--- src/rtl/can_fp_pkg.sv ---
// Shared widths, frame positions and phase type for the CAN field parser.
// Assumes frame bit 0 is the start bit; positions count unstuffed bits.
package can_fp_pkg;
    localparam int BASE_W    = 11;
    localparam int EXT_W     = 18;
    localparam int FULL_W    = BASE_W + EXT_W;
    localparam int DLC_W     = 4;
    localparam int CRC_W     = 15;
    localparam int BYTE_W    = 8;
    localparam int MAX_BYTES = 8;
    localparam int IDX_W     = $clog2(MAX_BYTES);
    localparam int RUN_MAX   = 5;
    localparam int RUN_W     = $clog2(RUN_MAX + 1);
    localparam int EOF_LEN   = 7;
    localparam int EXT_HDR_LAST = 38;
    localparam int TAIL_LAST    = CRC_W + 3 + EOF_LEN;
    localparam int POS_W     = $clog2(EXT_HDR_LAST + MAX_BYTES * BYTE_W + TAIL_LAST + 1);

    typedef logic [POS_W-1:0] pos_t;
    typedef logic [IDX_W:0]   cnt_t;

    // Absolute header positions
    localparam pos_t P_ID_LAST    = pos_t'(11);
    localparam pos_t P_BIT12      = pos_t'(12);
    localparam pos_t P_IDE        = pos_t'(13);
    localparam pos_t P_STD_RB0    = pos_t'(14);
    localparam pos_t P_STD_DLC0   = pos_t'(15);
    localparam pos_t P_STD_DLC3   = pos_t'(18);
    localparam pos_t P_EXT_ID0    = pos_t'(14);
    localparam pos_t P_EXT_IDL    = pos_t'(31);
    localparam pos_t P_EXT_RTR    = pos_t'(32);
    localparam pos_t P_EXT_RB1    = pos_t'(33);
    localparam pos_t P_EXT_RB0    = pos_t'(34);
    localparam pos_t P_EXT_DLC0   = pos_t'(35);
    localparam pos_t P_EXT_DLC3   = pos_t'(EXT_HDR_LAST);

    // Offsets relative to the last data bit
    localparam pos_t R_CRC_LAST   = pos_t'(CRC_W);
    localparam pos_t R_CRC_DEL    = pos_t'(CRC_W + 1);
    localparam pos_t R_ACK        = pos_t'(CRC_W + 2);
    localparam pos_t R_ACK_DEL    = pos_t'(CRC_W + 3);
    localparam pos_t R_EOF_LAST   = pos_t'(TAIL_LAST);

    typedef enum logic [2:0] {
        PH_IDLE,
        PH_HEAD,
        PH_DATA,
        PH_CRC,
        PH_TAIL
    } phase_t;
endpackage

--- src/rtl/can_destuffer.sv ---
// Removes stuff bits from the raw bit stream and flags stuffing violations.
// Assumes: en is high while stuffing applies; restart is high while the
// next accepted bit is a start bit, which opens a fresh run.
module can_destuffer
    import can_fp_pkg::*;
(
    input  logic clk,
    input  logic rst_n,
    input  logic in_valid,
    input  logic in_bit,
    input  logic en,
    input  logic restart,
    output logic out_valid,
    output logic out_bit,
    output logic stuff_err
);
    logic             prev_q;
    logic [RUN_W-1:0] run_q;
    logic             is_stuff;

    // Classify the current raw bit as frame bit or stuff bit.
    always_comb begin
        is_stuff  = in_valid && en && !restart && (run_q == RUN_W'(RUN_MAX));
        out_valid = in_valid && !is_stuff;
        out_bit   = in_bit;
        stuff_err = is_stuff && (in_bit == prev_q);
    end

    // Track the level and length of the current run of equal raw bits.
    always_ff @(posedge clk) begin
        if (!rst_n) begin
            prev_q <= 1'b1;
            run_q  <= '0;
        end else if (in_valid) begin
            if (restart || is_stuff || in_bit != prev_q) begin
                prev_q <= in_bit;
                run_q  <= RUN_W'(1);
            end else if (run_q != RUN_W'(RUN_MAX)) begin
                run_q  <= run_q + RUN_W'(1);
            end
        end
    end

    assert_run_bounded_R11: assert property (@(posedge clk) disable iff (!rst_n)
        run_q <= RUN_W'(RUN_MAX));

endmodule

--- src/rtl/can_frame_tracker.sv ---
// Counts unstuffed frame bits and walks the frame phases. It latches the
// format bit and the length code, and derives the index of the last data bit.
// Assumes one frame bit per dv pulse; a stuffing error aborts to idle.
module can_frame_tracker
    import can_fp_pkg::*;
(
    input  logic             clk,
    input  logic             rst_n,
    input  logic             dv,
    input  logic             db,
    input  logic             stuff_err,
    output phase_t           phase,
    output pos_t             pos,
    output pos_t             last_q,
    output logic             ide_q,
    output logic [DLC_W-1:0] dlc_sh,
    output cnt_t             nbytes,
    output logic             stuff_en,
    output logic             restart
);
    pos_t             rel;
    pos_t             dlc_first;
    pos_t             dlc_last;
    logic [DLC_W-1:0] dlc_full;
    cnt_t             nb;

    // Derive the header layout and the clamped byte count from state.
    always_comb begin
        rel       = pos - last_q;
        dlc_first = ide_q ? P_EXT_DLC0 : P_STD_DLC0;
        dlc_last  = ide_q ? P_EXT_DLC3 : P_STD_DLC3;
        dlc_full  = {dlc_sh[DLC_W-2:0], db};
        nb        = (dlc_full > DLC_W'(MAX_BYTES)) ? cnt_t'(MAX_BYTES) : cnt_t'(dlc_full);
        stuff_en  = (phase != PH_TAIL) || (rel == R_CRC_DEL);
        restart   = (phase == PH_IDLE);
    end

    // Advance position and phase on every accepted frame bit.
    always_ff @(posedge clk) begin
        if (!rst_n) begin
            phase  <= PH_IDLE;
            pos    <= '0;
            last_q <= '0;
            ide_q  <= 1'b0;
            dlc_sh <= '0;
            nbytes <= '0;
        end else if (stuff_err) begin
            phase <= PH_IDLE;
            pos   <= '0;
        end else if (dv) begin
            case (phase)
                PH_IDLE: begin
                    if (!db) begin
                        phase <= PH_HEAD;
                        pos   <= pos_t'(1);
                    end
                end
                PH_HEAD: begin
                    pos <= pos + pos_t'(1);
                    if (pos == P_IDE) ide_q <= db;
                    if (pos >= dlc_first && pos <= dlc_last) dlc_sh <= dlc_full;
                    if (pos == dlc_last) begin
                        last_q <= dlc_last + (pos_t'(nb) << 3);
                        nbytes <= nb;
                        phase  <= (nb == '0) ? PH_CRC : PH_DATA;
                    end
                end
                PH_DATA: begin
                    pos <= pos + pos_t'(1);
                    if (pos == last_q) phase <= PH_CRC;
                end
                PH_CRC: begin
                    pos <= pos + pos_t'(1);
                    if (rel == R_CRC_LAST) phase <= PH_TAIL;
                end
                PH_TAIL: begin
                    if (rel == R_EOF_LAST) begin
                        phase <= PH_IDLE;
                        pos   <= '0;
                    end else begin
                        pos <= pos + pos_t'(1);
                    end
                end
                default: phase <= PH_IDLE;
            endcase
        end
    end

    assert_abort_to_idle_R12: assert property (@(posedge clk) disable iff (!rst_n)
        stuff_err |=> (phase == PH_IDLE));

endmodule

--- src/rtl/can_field_extract.sv ---
// Shifts frame bits into field registers and raises registered field and
// error strobes. Assumes the tracker's phase and position describe the
// bit presented on dv/db in the same cycle.
module can_field_extract
    import can_fp_pkg::*;
(
    input  logic              clk,
    input  logic              rst_n,
    input  logic              dv,
    input  logic              db,
    input  logic              stuff_err,
    input  phase_t            phase,
    input  pos_t              pos,
    input  pos_t              last_q,
    input  logic              ide_q,
    input  logic [DLC_W-1:0]  dlc_sh,
    input  cnt_t              nbytes,
    output logic              id_valid,
    output logic [BASE_W-1:0] base_id,
    output logic              ext_valid,
    output logic [EXT_W-1:0]  ext_id,
    output logic [FULL_W-1:0] full_id,
    output logic              ctrl_valid,
    output logic              ctrl_rtr,
    output logic              ctrl_ide,
    output logic [DLC_W-1:0]  ctrl_dlc,
    output logic [1:0]        ctrl_rsvd,
    output logic              data_valid,
    output logic [IDX_W-1:0]  data_idx,
    output logic [BYTE_W-1:0] data_byte,
    output logic              crc_valid,
    output logic [CRC_W-1:0]  crc_seq,
    output logic              ack_valid,
    output logic              ack_ok,
    output logic              frame_done,
    output logic              err_sof,
    output logic              err_stuff,
    output logic              err_form
);
    logic [BASE_W-1:0] id_sh;
    logic [EXT_W-1:0]  eid_sh;
    logic [BYTE_W-1:0] byte_sh;
    logic [CRC_W-1:0]  crc_sh;
    logic              b12_q, rtr_e_q, rb1_q, rb0_q;
    pos_t              rel, off, data_first, dlc_last, rb0_pos;

    // Offsets of the current bit inside the data and trailer fields.
    always_comb begin
        rel        = pos - last_q;
        dlc_last   = ide_q ? P_EXT_DLC3 : P_STD_DLC3;
        rb0_pos    = ide_q ? P_EXT_RB0 : P_STD_RB0;
        data_first = dlc_last + pos_t'(1);
        off        = pos - data_first;
    end

    // Capture field bits and pulse the strobe of each completed field.
    always_ff @(posedge clk) begin
        if (!rst_n) begin
            id_sh <= '0; eid_sh <= '0; byte_sh <= '0; crc_sh <= '0;
            b12_q <= 1'b0; rtr_e_q <= 1'b0; rb1_q <= 1'b0; rb0_q <= 1'b0;
            id_valid <= 1'b0; base_id <= '0;
            ext_valid <= 1'b0; ext_id <= '0; full_id <= '0;
            ctrl_valid <= 1'b0; ctrl_rtr <= 1'b0; ctrl_ide <= 1'b0;
            ctrl_dlc <= '0; ctrl_rsvd <= '0;
            data_valid <= 1'b0; data_idx <= '0; data_byte <= '0;
            crc_valid <= 1'b0; crc_seq <= '0;
            ack_valid <= 1'b0; ack_ok <= 1'b0;
            frame_done <= 1'b0; err_sof <= 1'b0; err_stuff <= 1'b0; err_form <= 1'b0;
        end else begin
            id_valid   <= 1'b0;
            ext_valid  <= 1'b0;
            ctrl_valid <= 1'b0;
            data_valid <= 1'b0;
            crc_valid  <= 1'b0;
            ack_valid  <= 1'b0;
            frame_done <= 1'b0;
            err_sof    <= 1'b0;
            err_form   <= 1'b0;
            err_stuff  <= stuff_err;
            if (dv) begin
                case (phase)
                    PH_IDLE: begin
                        if (db) err_sof <= 1'b1;
                    end
                    PH_HEAD: begin
                        if (pos <= P_ID_LAST) id_sh <= {id_sh[BASE_W-2:0], db};
                        if (pos == P_ID_LAST) begin
                            id_valid <= 1'b1;
                            base_id  <= {id_sh[BASE_W-2:0], db};
                        end
                        if (pos == P_BIT12) b12_q <= db;
                        if (ide_q && pos >= P_EXT_ID0 && pos <= P_EXT_IDL)
                            eid_sh <= {eid_sh[EXT_W-2:0], db};
                        if (ide_q && pos == P_EXT_IDL) begin
                            ext_valid <= 1'b1;
                            ext_id    <= {eid_sh[EXT_W-2:0], db};
                            full_id   <= {base_id, eid_sh[EXT_W-2:0], db};
                        end
                        if (ide_q && pos == P_EXT_RTR) rtr_e_q <= db;
                        if (ide_q && pos == P_EXT_RB1) rb1_q <= db;
                        if (pos == rb0_pos) rb0_q <= db;
                        if (pos == dlc_last) begin
                            ctrl_valid <= 1'b1;
                            ctrl_ide   <= ide_q;
                            ctrl_rtr   <= ide_q ? rtr_e_q : b12_q;
                            ctrl_dlc   <= {dlc_sh[DLC_W-2:0], db};
                            ctrl_rsvd  <= {ide_q & rb1_q, rb0_q};
                        end
                    end
                    PH_DATA: begin
                        byte_sh <= {byte_sh[BYTE_W-2:0], db};
                        if (off[2:0] == 3'd7) begin
                            data_valid <= 1'b1;
                            data_idx   <= off[IDX_W+2:3];
                            data_byte  <= {byte_sh[BYTE_W-2:0], db};
                        end
                    end
                    PH_CRC: begin
                        crc_sh <= {crc_sh[CRC_W-2:0], db};
                        if (rel == R_CRC_LAST) begin
                            crc_valid <= 1'b1;
                            crc_seq   <= {crc_sh[CRC_W-2:0], db};
                        end
                    end
                    PH_TAIL: begin
                        if (rel == R_ACK) begin
                            ack_valid <= 1'b1;
                            ack_ok    <= ~db;
                        end else if (!db) begin
                            err_form <= 1'b1;
                        end
                        if (rel == R_EOF_LAST) frame_done <= 1'b1;
                    end
                    default: ;
                endcase
            end
        end
    end

    assert_single_strobe_R13: assert property (@(posedge clk) disable iff (!rst_n)
        $onehot0({id_valid, ext_valid, ctrl_valid, data_valid, crc_valid, ack_valid, frame_done}));

    assert_byte_in_range_R6: assert property (@(posedge clk) disable iff (!rst_n)
        data_valid |-> ({1'b0, data_idx} < nbytes));

    assert_ext_only_extended_R4: assert property (@(posedge clk) disable iff (!rst_n)
        ext_valid |-> ide_q);

endmodule

--- src/rtl/can_field_parser.sv ---
// Top level: removes stuffing from a sampled CAN bit stream and decodes
// the fields of base and extended frames. Assumes bit_valid marks one
// sampled bus bit and the first bit after reset or a frame is a start bit.
module can_field_parser
    import can_fp_pkg::*;
(
    input  logic        clk,
    input  logic        rst_n,
    input  logic        bit_valid,
    input  logic        bit_val,
    output logic        id_valid,
    output logic [10:0] base_id,
    output logic        ext_valid,
    output logic [17:0] ext_id,
    output logic [28:0] full_id,
    output logic        ctrl_valid,
    output logic        ctrl_rtr,
    output logic        ctrl_ide,
    output logic [3:0]  ctrl_dlc,
    output logic [1:0]  ctrl_rsvd,
    output logic        data_valid,
    output logic [2:0]  data_idx,
    output logic [7:0]  data_byte,
    output logic        crc_valid,
    output logic [14:0] crc_seq,
    output logic        ack_valid,
    output logic        ack_ok,
    output logic        frame_done,
    output logic        err_sof,
    output logic        err_stuff,
    output logic        err_form
);
    logic             dv, db, stuff_err, stuff_en, restart, ide_q;
    phase_t           phase;
    pos_t             pos, last_q;
    logic [DLC_W-1:0] dlc_sh;
    cnt_t             nbytes;

    can_destuffer u_destuff (
        .clk(clk), .rst_n(rst_n),
        .in_valid(bit_valid), .in_bit(bit_val),
        .en(stuff_en), .restart(restart),
        .out_valid(dv), .out_bit(db), .stuff_err(stuff_err)
    );

    can_frame_tracker u_track (
        .clk(clk), .rst_n(rst_n),
        .dv(dv), .db(db), .stuff_err(stuff_err),
        .phase(phase), .pos(pos), .last_q(last_q), .ide_q(ide_q),
        .dlc_sh(dlc_sh), .nbytes(nbytes),
        .stuff_en(stuff_en), .restart(restart)
    );

    can_field_extract u_extract (
        .clk(clk), .rst_n(rst_n),
        .dv(dv), .db(db), .stuff_err(stuff_err),
        .phase(phase), .pos(pos), .last_q(last_q), .ide_q(ide_q),
        .dlc_sh(dlc_sh), .nbytes(nbytes),
        .id_valid(id_valid), .base_id(base_id),
        .ext_valid(ext_valid), .ext_id(ext_id), .full_id(full_id),
        .ctrl_valid(ctrl_valid), .ctrl_rtr(ctrl_rtr), .ctrl_ide(ctrl_ide),
        .ctrl_dlc(ctrl_dlc), .ctrl_rsvd(ctrl_rsvd),
        .data_valid(data_valid), .data_idx(data_idx), .data_byte(data_byte),
        .crc_valid(crc_valid), .crc_seq(crc_seq),
        .ack_valid(ack_valid), .ack_ok(ack_ok),
        .frame_done(frame_done),
        .err_sof(err_sof), .err_stuff(err_stuff), .err_form(err_form)
    );

    assert_done_returns_idle_R10: assert property (@(posedge clk) disable iff (!rst_n)
        frame_done |-> (phase == PH_IDLE));

    assert_stuff_err_idle_R12: assert property (@(posedge clk) disable iff (!rst_n)
        err_stuff |-> (phase == PH_IDLE));

endmodule

--- config.mk ---
export PLATFORM = sky130hd
export DESIGN_NAME = can_field_parser
export DESIGN_NICKNAME = d
export VERILOG_FILES = /design/src/rtl/can_fp_pkg.sv /design/src/rtl/can_destuffer.sv /design/src/rtl/can_frame_tracker.sv /design/src/rtl/can_field_extract.sv /design/src/rtl/can_field_parser.sv
export SDC_FILE = /design/constraint.sdc
export NUM_CORES = 1
export LEC_CHECK = 0
export BUFFER_PORTS_ARGS = -buffer_cell sky130_fd_sc_hd__buf_2
export CELL_PAD_IN_SITES_DETAIL_PLACEMENT = 0
export CELL_PAD_IN_SITES_GLOBAL_PLACEMENT = 1
export CORE_MARGIN = 2
export CORE_UTILIZATION = 40
export DETAILED_ROUTE_END_ITERATION = 10
export MAX_ROUTING_LAYER = met4
export PLACE_DENSITY = 0.78
export SLEW_MARGIN = 20
export SYNTH_ARGS = -nofsm -noshare
export SYNTH_HDL_FRONTEND = slang
export SYNTH_HIERARCHICAL = 1
export SYNTH_SLANG_ARGS = --single-unit
--- constraint.sdc ---
create_clock -name clk -period 6.3 [get_ports clk]
set_clock_uncertainty 0.2 [all_clocks]
set_input_delay 1.26 -clock clk [delete_from_list [all_inputs] [get_ports clk]]
set_output_delay 1.26 -clock clk [all_outputs]
set_load 0.005 [all_outputs]
==> metrics.cfg <==
[run_status]
status=completed

[clock_network]
numCtsBuffers=17
clk_pin_slew_ns=0.07
clock_latency_ns=0.43
cts_tree=built
post_cts_buffers=0
cts_sinks=161
holdBufCountCts=0
post_cts_resized=0
cts_root_buf=clkbuf_16
clock_tree.buffer_depth=2
cts_max_level=4

[logic_synthesis]
syn_inst=843
synth_fp_nets=874
ys_warn_count=6
syn_area_per_cell_sq_um=8.616
syn-cell-area_sq_mm=0.007263

[pwr]
p_per_area_mw_per_mm2=261.0
pwr-share-comb_pct=4.2
clkPwrFrac_pct=48.9
power_mw=2.202
p_seq_share_pct=46.9
switching_power_mw=0.5448
ir_worst_vdd_mv=0.1832
swShare_pct=24.74
power_leakage_nw=3.470
p_int_mw=1.658

[timing]
grt_setup_unrepaired=false
tightestPinTransition_ns=0.9337
drv_slew=0
timing.final.crit_share_pct=78.41
finalSetupViolations=0
final-hold-violation-count=0
tns_ns=0
fmax_ghz=0.2024
finalCriticalPeriod_ns=4.940
slew_headroom_pct=37.75

[detailed_routing]
drtPass1Iterations=5
dr_total_vias=5807
ant_nets=0
routedWlPerCell_um=14.12
drt-total-wl_um=16290
vias_per_cell=5.032
drt_iter0_drc=310
drc=0

[finish]
num_antenna_cells=0
drive_gt1_share_pct=17.84
nNetsFinal=943
area_delta_synth_final_pct=16.18

[critical_path]
worst_setup_path_end_kind=flop
cp_slowest_stage_delay_ns=0.62
worst_setup_path_start_kind=flop
cp_cell_sequence=ha_1, a21oi_1, xnor2_1, or3_1, or3_1, o311ai_1, nand2_1, or3_1, and2_1, nor2b_1, nand4bb_1, nor3_1, buf_4, nand4_1, buf_4, mux2i_1, nor2_1
cp_max_fo=13
arrival_ns=5.05
critPathKind=reg -> reg
slowest_stage=dfxtp_1
required_ns=6.41
cp_common_cell=or3_1

[floorplanning]
start_util_pct=40.57
fp.dieW_um=138.8
ios=107
die_area_sq_mm=0.01925
rows=49
core_sq_mm=0.01790
die_height_um=138.8

[min_path]
hp-class=reg -> reg

[grt]
grt-ovfl-total=0
grt_antenna_before_repair=0
grt_pass1_wl_um=27030
grt_max_degree=91
grt_pass1_vias=5391
gr-usage-all-layers_pct=17.55

[place]
place.gp.congestion=0.8351
dp_hpwl_um=10650
port_buffers=106

[flow_run]
cap_violations=0

[final cells by class]
cell class	instances	area (sq um)
Fill cell	1739	9464
Tap cell	229	286.5
Clock buffer	17	425.4
Inverter	24	92.59
Timing Repair Buffer	116	605.6
Multi-Input combinational cell	592	3613
Clock inverter	15	191.4
Sequential cell	161	3223
[power by group through the flow]
stage | combinational [mW] | sequential, mW | clock, mW
3_5_place_dp | 0.0907 | 1.06 | 0
5_1_grt | 0.102 | 1.03 | 1.14
6_report | 0.0917 | 1.03 | 1.08
4_1_cts | 0.0913 | 1.03 | 1.10
2_1_floorplan | 0.0744 | 1.05 | 0
3_3_place_gp | 0.0913 | 1.06 | 0
[per-layer routing]
| metal | vias to the layer above | wire length (um) | track usage, % |
|---|---|---|---|
| met1 | 2685 | 7924 | 22.90 |
| met2 | 115 | 7339 | 26.37 |
| met4 | 0 | 264 | 6.114 |
| met5 | - | 0 | - |
| met3 | 21 | 764 | 4.765 |
| li1 | 2986 | - | - |
[worst paths after layout]
| check | startpoint | slack [ns] | depth (start not counted) | end |
|---|---|---|---|---|
| worst max-delay path | u_track/pos[5] | 1.36 | 17 | u_extract/base_id[7] |
| worst min-delay path | u_extract/data_byte[4] | 0.25 | 2 | u_extract/data_byte[4] |
| worst max register to register | u_track/pos[5] | 1.36 | 17 | u_extract/base_id[7] |
| worst min register to register | u_extract/data_byte[4] | 0.25 | 2 | u_extract/data_byte[4] |
[sequential cells by signal (all words and copies together) (netlist names), 7 cells and up]
register,cells
u_extract/byte_sh,7
u_extract/data_byte,8
u_extract/eid_sh,17
u_extract/full_id,12
u_track/pos,7
u_extract/crc_sh,14
u_extract/id_sh,10
u_extract/base_id,11
u_extract/ext_id,17
u_extract/crc_seq,15
[cells in the final DEF, fill, tap and decap left out, types with 5 or more instances in the layout]
master and count:
nand2b_1 6, xor2_1 11, nor2b_1 13, nand4_1 9
inv_8 5, mux2i_1 65, inv_1 23, nor3_1 18
ha_1 24, xnor2_1 8, o21ai_0 8, buf_4 10
buf_2 106, a21oi_1 92, dfxtp_1 161, or3_1 10
nor2_1 83, clkbuf_16 17, nand2_1 148, nand3_1 20
[metrics by stage]
stage | std cells | area (sq um) | hold slack [ns] | setup WS (ns) | utilization, %
2_1_floorplan | 843 | 7263 | 0.2312 | 1.731 | -
3_3_place_gp | 1122 | 7821 | 0.2405 | 1.504 | 43.69
3_5_place_dp | 1122 | 7821 | 0.2445 | 1.443 | 43.69
4_1_cts | 1154 | 8438 | 0.2541 | 1.375 | 47.13
5_1_grt | 1154 | 8438 | 0.2650 | 0.9836 | 47.13
6_report | 1154 | 8438 | 0.2523 | 1.360 | 47.13
[critical path: cells and delay by family, from the launching register on]
| family | cells | cell delay [ns] |
|---|---|---|
| DFF | 1 | 0.62 |
| AOI/OAI and AO/OA | 2 | 0.60 |
| adders and majority gates | 1 | 0.37 |
| and+or+nand+nor | 10 | 2.23 |
| buffers and inverters | 2 | 0.45 |
| muxes | 1 | 0.22 |
| xor gates and xnor gates | 1 | 0.10 |
Power figures use the tool's default switching activity.
